**src/rtl/wdb_pkg.sv**
```systemverilog
package wdb_pkg;
    // control word field positions
    localparam int CTL_EN_BIT   = 0;
    localparam int CTL_ACT_BIT  = 1;
    localparam int CTL_MODE_LSB = 2;
    localparam int CTL_SRC_LSB  = 4;
    localparam int CTL_PRE_LSB  = 8;

    // mode and restart source codes
    localparam logic [1:0] MODE_HW_RESTART = 2'd3;
    localparam logic [3:0] SRC_LOWER_CNTR  = 4'd5;

    // word offsets inside a counter's 16-byte window
    localparam logic [3:0] OFS_CTRL = 4'h0;
    localparam logic [3:0] OFS_LO   = 4'h4;
    localparam logic [3:0] OFS_HI   = 4'h8;
endpackage

```
**src/rtl/wdb_counter.sv**
```systemverilog
module wdb_counter
    import wdb_pkg::*;
#(
    parameter int DATA_W  = 32,
    parameter int PRESC_W = 8
) (
    input  logic              clk,
    input  logic              rst_n,
    input  logic              ctrl_we,
    input  logic              lo_we,
    input  logic              hi_we,
    input  logic              lo_rd,
    input  logic [DATA_W-1:0] wdata,
    input  logic              trig_in,
    output logic [DATA_W-1:0] ctrl_rd,
    output logic [DATA_W-1:0] cnt_lo,
    output logic [DATA_W-1:0] hold_hi,
    output logic              endc,
    output logic              en,
    output logic              active
);
    localparam int CNT_W = 2 * DATA_W;

    typedef struct packed {
        logic               en;
        logic [1:0]         mode;
        logic [3:0]         src;
        logic [PRESC_W-1:0] presc;
        logic               active;
        logic [CNT_W-1:0]   count;
        logic [CNT_W-1:0]   reload;
        logic [PRESC_W-1:0] phase;
        logic [DATA_W-1:0]  hold;
        logic               endc;
    } cnt_state_t;

    cnt_state_t state_q, state_d;
    logic [PRESC_W-1:0] limit;
    logic fire, trig_hit;

    always_comb begin
        state_d       = state_q;
        state_d.endc  = 1'b0;
        limit    = (state_q.presc == '0) ? '0 : state_q.presc - 1'b1;
        fire     = state_q.active && (state_q.count == '0);
        trig_hit = state_q.en && (state_q.mode == MODE_HW_RESTART) &&
                   (state_q.src == SRC_LOWER_CNTR) && trig_in;

        // counting and end-of-count
        if (fire) begin
            state_d.endc   = 1'b1;
            state_d.active = 1'b0;
        end else if (state_q.active) begin
            if (state_q.phase >= limit) begin
                state_d.phase = '0;
                state_d.count = state_q.count - 1'b1;
            end else begin
                state_d.phase = state_q.phase + 1'b1;
            end
        end

        // hardware restart wins over the stop that follows an end-of-count
        if (trig_hit) begin
            state_d.count  = state_q.reload;
            state_d.active = 1'b1;
            state_d.phase  = '0;
        end

        // count word writes: reload always, live count only while disabled
        if (lo_we) begin
            state_d.reload[DATA_W-1:0] = wdata;
            if (!state_q.en) state_d.count[DATA_W-1:0] = wdata;
        end
        if (hi_we) begin
            state_d.reload[CNT_W-1:DATA_W] = wdata;
            if (!state_q.en) state_d.count[CNT_W-1:DATA_W] = wdata;
        end

        // control word write
        if (ctrl_we) begin
            state_d.en    = wdata[CTL_EN_BIT];
            state_d.mode  = wdata[CTL_MODE_LSB +: 2];
            state_d.src   = wdata[CTL_SRC_LSB +: 4];
            state_d.presc = wdata[CTL_PRE_LSB +: PRESC_W];
            if (!wdata[CTL_EN_BIT]) begin
                state_d.active = 1'b0;
            end else if (!state_q.en &&
                         (wdata[CTL_MODE_LSB +: 2] != MODE_HW_RESTART)) begin
                state_d.active = 1'b1;
                state_d.phase  = '0;
            end
        end

        // a low-word read captures the high word
        if (lo_rd) state_d.hold = state_q.count[CNT_W-1:DATA_W];
    end

    always_ff @(posedge clk) begin
        if (!rst_n) state_q <= '0;
        else        state_q <= state_d;
    end

    always_comb begin
        ctrl_rd                          = '0;
        ctrl_rd[CTL_EN_BIT]              = state_q.en;
        ctrl_rd[CTL_ACT_BIT]             = state_q.active;
        ctrl_rd[CTL_MODE_LSB +: 2]       = state_q.mode;
        ctrl_rd[CTL_SRC_LSB +: 4]        = state_q.src;
        ctrl_rd[CTL_PRE_LSB +: PRESC_W]  = state_q.presc;
    end

    assign cnt_lo  = state_q.count[DATA_W-1:0];
    assign hold_hi = state_q.hold;
    assign endc    = state_q.endc;
    assign en      = state_q.en;
    assign active  = state_q.active;
endmodule

```
**src/rtl/wdb_rdmux.sv**
```systemverilog
module wdb_rdmux
    import wdb_pkg::*;
#(
    parameter int NUM_CNTR = 4,
    parameter int DATA_W   = 32,
    parameter int ADDR_W   = 8
) (
    input  logic [ADDR_W-1:0]                  addr,
    input  logic [NUM_CNTR-1:0][DATA_W-1:0]    ctrl_rd,
    input  logic [NUM_CNTR-1:0][DATA_W-1:0]    cnt_lo,
    input  logic [NUM_CNTR-1:0][DATA_W-1:0]    hold_hi,
    input  logic [NUM_CNTR-1:0]                wsel,
    output logic [DATA_W-1:0]                  rdata
);
    localparam int IDX_W = ADDR_W - 4;
    localparam logic [ADDR_W-1:0] SEL_ADDR = ADDR_W'(NUM_CNTR * 16);

    always_comb begin
        rdata = '0;
        for (int i = 0; i < NUM_CNTR; i++) begin
            if (addr[ADDR_W-1:4] == IDX_W'(i)) begin
                case (addr[3:0])
                    OFS_CTRL: rdata = ctrl_rd[i];
                    OFS_LO:   rdata = cnt_lo[i];
                    OFS_HI:   rdata = hold_hi[i];
                    default:  rdata = '0;
                endcase
            end
        end
        if (addr == SEL_ADDR) rdata[NUM_CNTR-1:0] = wsel;
    end
endmodule

```
**src/rtl/wdb_chain_top.sv**
```systemverilog
module wdb_chain_top
    import wdb_pkg::*;
#(
    parameter int NUM_CNTR = 4,
    parameter int DATA_W   = 32,
    parameter int ADDR_W   = 8,
    parameter int PRESC_W  = 8
) (
    input  logic              clk,
    input  logic              rst_n,
    input  logic [ADDR_W-1:0] bus_addr,
    input  logic              bus_we,
    input  logic              bus_re,
    input  logic [DATA_W-1:0] bus_wdata,
    output logic [DATA_W-1:0] bus_rdata,
    output logic              wd_expire
);
    localparam int IDX_W = ADDR_W - 4;
    localparam logic [ADDR_W-1:0] SEL_ADDR = ADDR_W'(NUM_CNTR * 16);

    typedef struct packed {
        logic [NUM_CNTR-1:0] wsel;
    } top_state_t;

    top_state_t top_q, top_d;

    logic [NUM_CNTR-1:0] en_vec, act_vec, endc_vec, trig_vec;
    logic [NUM_CNTR-1:0][DATA_W-1:0] ctrl_rd_vec, cnt_lo_vec, hold_vec;
    logic [NUM_CNTR-1:0] wsel_q;

    for (genvar g = 0; g < NUM_CNTR; g++) begin : g_cntr
        logic hit;
        assign hit = (bus_addr[ADDR_W-1:4] == IDX_W'(g));

        if (g == 0) begin : g_first
            assign trig_vec[g] = 1'b0;
        end else begin : g_chain
            assign trig_vec[g] = endc_vec[g-1];
        end

        wdb_counter #(
            .DATA_W  (DATA_W),
            .PRESC_W (PRESC_W)
        ) u_cnt (
            .clk     (clk),
            .rst_n   (rst_n),
            .ctrl_we (bus_we && hit && (bus_addr[3:0] == OFS_CTRL)),
            .lo_we   (bus_we && hit && (bus_addr[3:0] == OFS_LO)),
            .hi_we   (bus_we && hit && (bus_addr[3:0] == OFS_HI)),
            .lo_rd   (bus_re && hit && (bus_addr[3:0] == OFS_LO)),
            .wdata   (bus_wdata),
            .trig_in (trig_vec[g]),
            .ctrl_rd (ctrl_rd_vec[g]),
            .cnt_lo  (cnt_lo_vec[g]),
            .hold_hi (hold_vec[g]),
            .endc    (endc_vec[g]),
            .en      (en_vec[g]),
            .active  (act_vec[g])
        );
    end

    always_comb begin
        top_d = top_q;
        if (bus_we && (bus_addr == SEL_ADDR)) top_d.wsel = bus_wdata[NUM_CNTR-1:0];
    end

    always_ff @(posedge clk) begin
        if (!rst_n) top_q <= '0;
        else        top_q <= top_d;
    end

    assign wsel_q    = top_q.wsel;
    assign wd_expire = |(wsel_q & endc_vec);

    wdb_rdmux #(
        .NUM_CNTR (NUM_CNTR),
        .DATA_W   (DATA_W),
        .ADDR_W   (ADDR_W)
    ) u_rdmux (
        .addr    (bus_addr),
        .ctrl_rd (ctrl_rd_vec),
        .cnt_lo  (cnt_lo_vec),
        .hold_hi (hold_vec),
        .wsel    (wsel_q),
        .rdata   (bus_rdata)
    );
endmodule

```
**config.mk**
```make
export PLATFORM = sky130hd
export DESIGN_NAME = wdb_chain_top
export DESIGN_NICKNAME = d
export VERILOG_FILES = /design/src/rtl/wdb_pkg.sv /design/src/rtl/wdb_counter.sv /design/src/rtl/wdb_rdmux.sv /design/src/rtl/wdb_chain_top.sv
export SDC_FILE = /design/constraint.sdc
export NUM_CORES = 2
export LEC_CHECK = 0
export BUFFER_PORTS_ARGS = -buffer_cell sky130_fd_sc_hd__clkbuf_2
export CORE_MARGIN = 5
export CORE_UTILIZATION = 55
export DETAILED_ROUTE_END_ITERATION = 6
export PLACE_DENSITY = 0.69
export SLEW_MARGIN = 20
export SYNTH_ARGS = -nofsm -noshare
export SYNTH_HDL_FRONTEND = slang
export SYNTH_HIERARCHICAL = 1
export SYNTH_SLANG_ARGS = --single-unit
```
**constraint.sdc**
```tcl
create_clock -name clk -period 5.11 [get_ports clk]
set_clock_uncertainty 0.15 [all_clocks]
set_input_delay 1.022 -clock clk [delete_from_list [all_inputs] [get_ports clk]]
set_output_delay 1.022 -clock clk [all_outputs]
set_load 0.05 [all_outputs]
```
==> results.txt <==
Status: complete, but fails checks
Failing checks: DRC, slew limit
VDD IR-drop max: 235 uV
Hold Fails Final Rpt: 0
Synth unique cells: 105
Main synth FF type: dfxtp_1
Ys async rst share: 0%
Core ar.: 76100 sq um
Routed wl met3: 16800 um
Req. time, crit path: 3940 ps
Fmax: 205 MHz
Die width: 287 um
Hold Crit Class: flip-flop to flip-flop
IO Count: 77
Largest family of logic cells by synthesized area: simple AND/OR/NAND/NOR gates
Vias in the first global route: 33803
Post-Syn Instances: 4900
CTS tree: built
Wl on met1: 61700 um
Post-synthesis xor/xnor area fraction: 5.02%
Compound-Gate Fraction of Synth Area: 11.0%
MaxCap Viol Count: 0
Startpoint Class: input pin
Pre-Repair DR Iteration Count: 7
Fin crit period: 4880 ps
Layout area overhead: 4.61%
Hold_buf cts: 0
Tot GR Track Use: 35.2%
Post-synthesis sequential area ratio: 35.3%
Synthesized flop and latch total: 744
Worst hold slack: 338 ps
Setup TNS: 0 ps
Iteration-0 DRC Markers: 5033
Initial antenna violation count: 2
Largest net degree at the start of global routing: 124
Met2 WL: 64700 um
RSZ-0062 raised after global routing: no
Placed cell area: 41300 sq um
Least-Margin Pin Slew: 3490 ps
First-pass GRT wire length: 222000 um
Leak Pwr: 15.8 nW
Most common cell after layout, fill and taps aside: dfxtp_1
Highest metal used: met5
Setup Fix Bufs, Post-CTS: 0
H-Tree Level Count: 3
Share of the synthesized area in the top cell type: 35.3%
Die height: 287 um
Longest Clk Path Bufs: 3
Wire length per cell: 27.1 um
Worst Path Max Fanout: 23
CP endpoint kind: primary output
Number of synthesized flops with an enable pin: 0
Clock buffer count from CTS: 82
Total global routing overflow: 0
Die area: 82400 sq um
Total wire length: 152000 um
Final std cells w/o fill: 5604
Dpl cells: 5456
Num rows: 101
Number of diodes: 0
Vias/cell: 6.54
Slew Limit Headroom: -134%
Root Driver: clkbuf_16
Via count: 36637
Sink Count: 744
Simple-Gate Fraction of Synth Area: 22.7%
Ranking of synthesized cells by area: dfxtp_1, mux2i_1, buf_4
Yosys warning total: 6
Routed Antenna Nets: 0
Mux share of post-synthesis cell area: 14.4%
Yosys top cell by area: dfxtp_1
Worst endpoint data arrival time: 3710 ps
CTS clk-pin slew, worst paths: 60 ps
Post-DP HPWL: 104000 um
Initial Util: 55.5%
Placer Congestion: 1.05
Syn Area/Cell: 8.62 sq um
PortBufs: 76
Synth Area in Adders: 1.42%
Most frequent cells in the layout: dfxtp_1, nor2_1, mux2i_1
Final Cell Area: 44200 sq um
Type of the worst setup path: input pin to primary output
Final cycle utilization of the critical path: 95.4%
PwrDens: 291 nW/um^2
Max-slew violations: 42
Netlist Area Pre-Place: 42200 sq um
DRC Markers: 13
Post-CTS Resized: 0
Final setup vio count: 0
Clock Latency Late Sink: 640 ps
Layout cells sized above 1: 9.73%
NumNets Final: 4602
[Yosys cell counts, drive strengths merged (7+ instances only)]
cell	n
ha	48
nand2b	34
nor3b	13
a211o	11
buf	457
mux2i	575
o221ai	135
nand2	253
and2	67
a2111oi	7
nor4	106
xnor2	122
nand4b	19
or3	51
a32oi	9
nor2b	27
nor3	123
clkbuf	240
o32ai	11
a22oi	61
a31oi	15
mux2	30
nand3b	15
o21ai	127
o211ai	9
or2	12
dfxtp	744
and3	19
nand3	184
and4	19
o31ai	19
nor2	709
nor4b	10
inv	33
xor2	120
or4	37
nand4	138
a21oi	123
o22ai	86
[layout make-up]
type / instances / area, sq um
clock buffers: 121 / 2420
clock inverters: 27 / 434
fillers: 6934 / 31900
inverters: 33 / 134
multi-input cells: 3486 / 23400
flip-flops and latches: 744 / 14900
well taps: 1030 / 1290
repair buffers: 163 / 1580
[worst paths after layout]
check        cells after the start  slack [ps]                                        to                                startpoint
max                              8         230                             bus_rdata[13]                               bus_addr[1]
min                              2         340  g_cntr[0].u_cnt/state_q[65]$_SDFFE_PN0P_  g_cntr[0].u_cnt/state_q[65]$_SDFFE_PN0P_
max reg2reg                     13         500   g_cntr[0].u_cnt/state_q[154]$_SDFF_PN0_  g_cntr[0].u_cnt/ctrl_rd[10]$_SDFFE_PN0P_
min reg2reg                      2         340  g_cntr[0].u_cnt/state_q[65]$_SDFFE_PN0P_  g_cntr[0].u_cnt/state_q[65]$_SDFFE_PN0P_
[per-layer routing]
layer  vias up  track usage [%]
met2      2132             53.0
met4         2             15.8
met3       434             8.10
met5         -                0
met1     17666             48.1
li1      16403                -
[critical path, stage by stage]
cell and delay, ps:
clkbuf_2 210, nor4b_1 390, buf_4 180, and4_1 870, o21ai_0 280, buf_4 220
nand4_1 320, buf_12 190
[state kept, by name, indices dropped and copies added (netlist names)]
| register | cells |
|---|---|
| g_cntr.u_cnt/hold_hi | 128 |
| g_cntr.u_cnt/cnt_lo | 128 |
| g_cntr.u_cnt/state_q | 416 |
| g_cntr.u_cnt/en | 4 |
| g_cntr.u_cnt/ctrl_rd | 56 |
| top_q | 4 |
| g_cntr.u_cnt/endc | 4 |
| g_cntr.u_cnt/active | 4 |
[report_power, final]
part | internal (mW) | switching [mW] | total [mW]
clock | 3.84 | 2.51 | 6.35
combinational | 0.145 | 0.554 | 0.699
sequential | 5.81 | 0.00902 | 5.81
[logic make-up (layout without fill, tap and decap cells)]
group | after synthesis | in the layout
AND/OR/NAND/NOR | 1857 | 1857
buffers and inverters | 730 | 344
AO/OA/AOI/OAI | 669 | 669
other | 5 | 65
flip-flops | 744 | 744
multiplexers | 605 | 605
XOR/XNOR | 242 | 242
adder cells (fa/ha/maj) | 48 | 48
[per-stage QoR]
step                      total power, mW  setup slack (ps)  utilization [%]
final                                12.9               233             58.1
after global routing                 13.2               172             58.1
after CTS                            12.9               411             58.1
after detailed placement             6.61               435             54.3
after global placement               6.61               417             54.3
after floorplan                      6.32               857                -
Note: power is estimated with default switching activity, not from simulation.
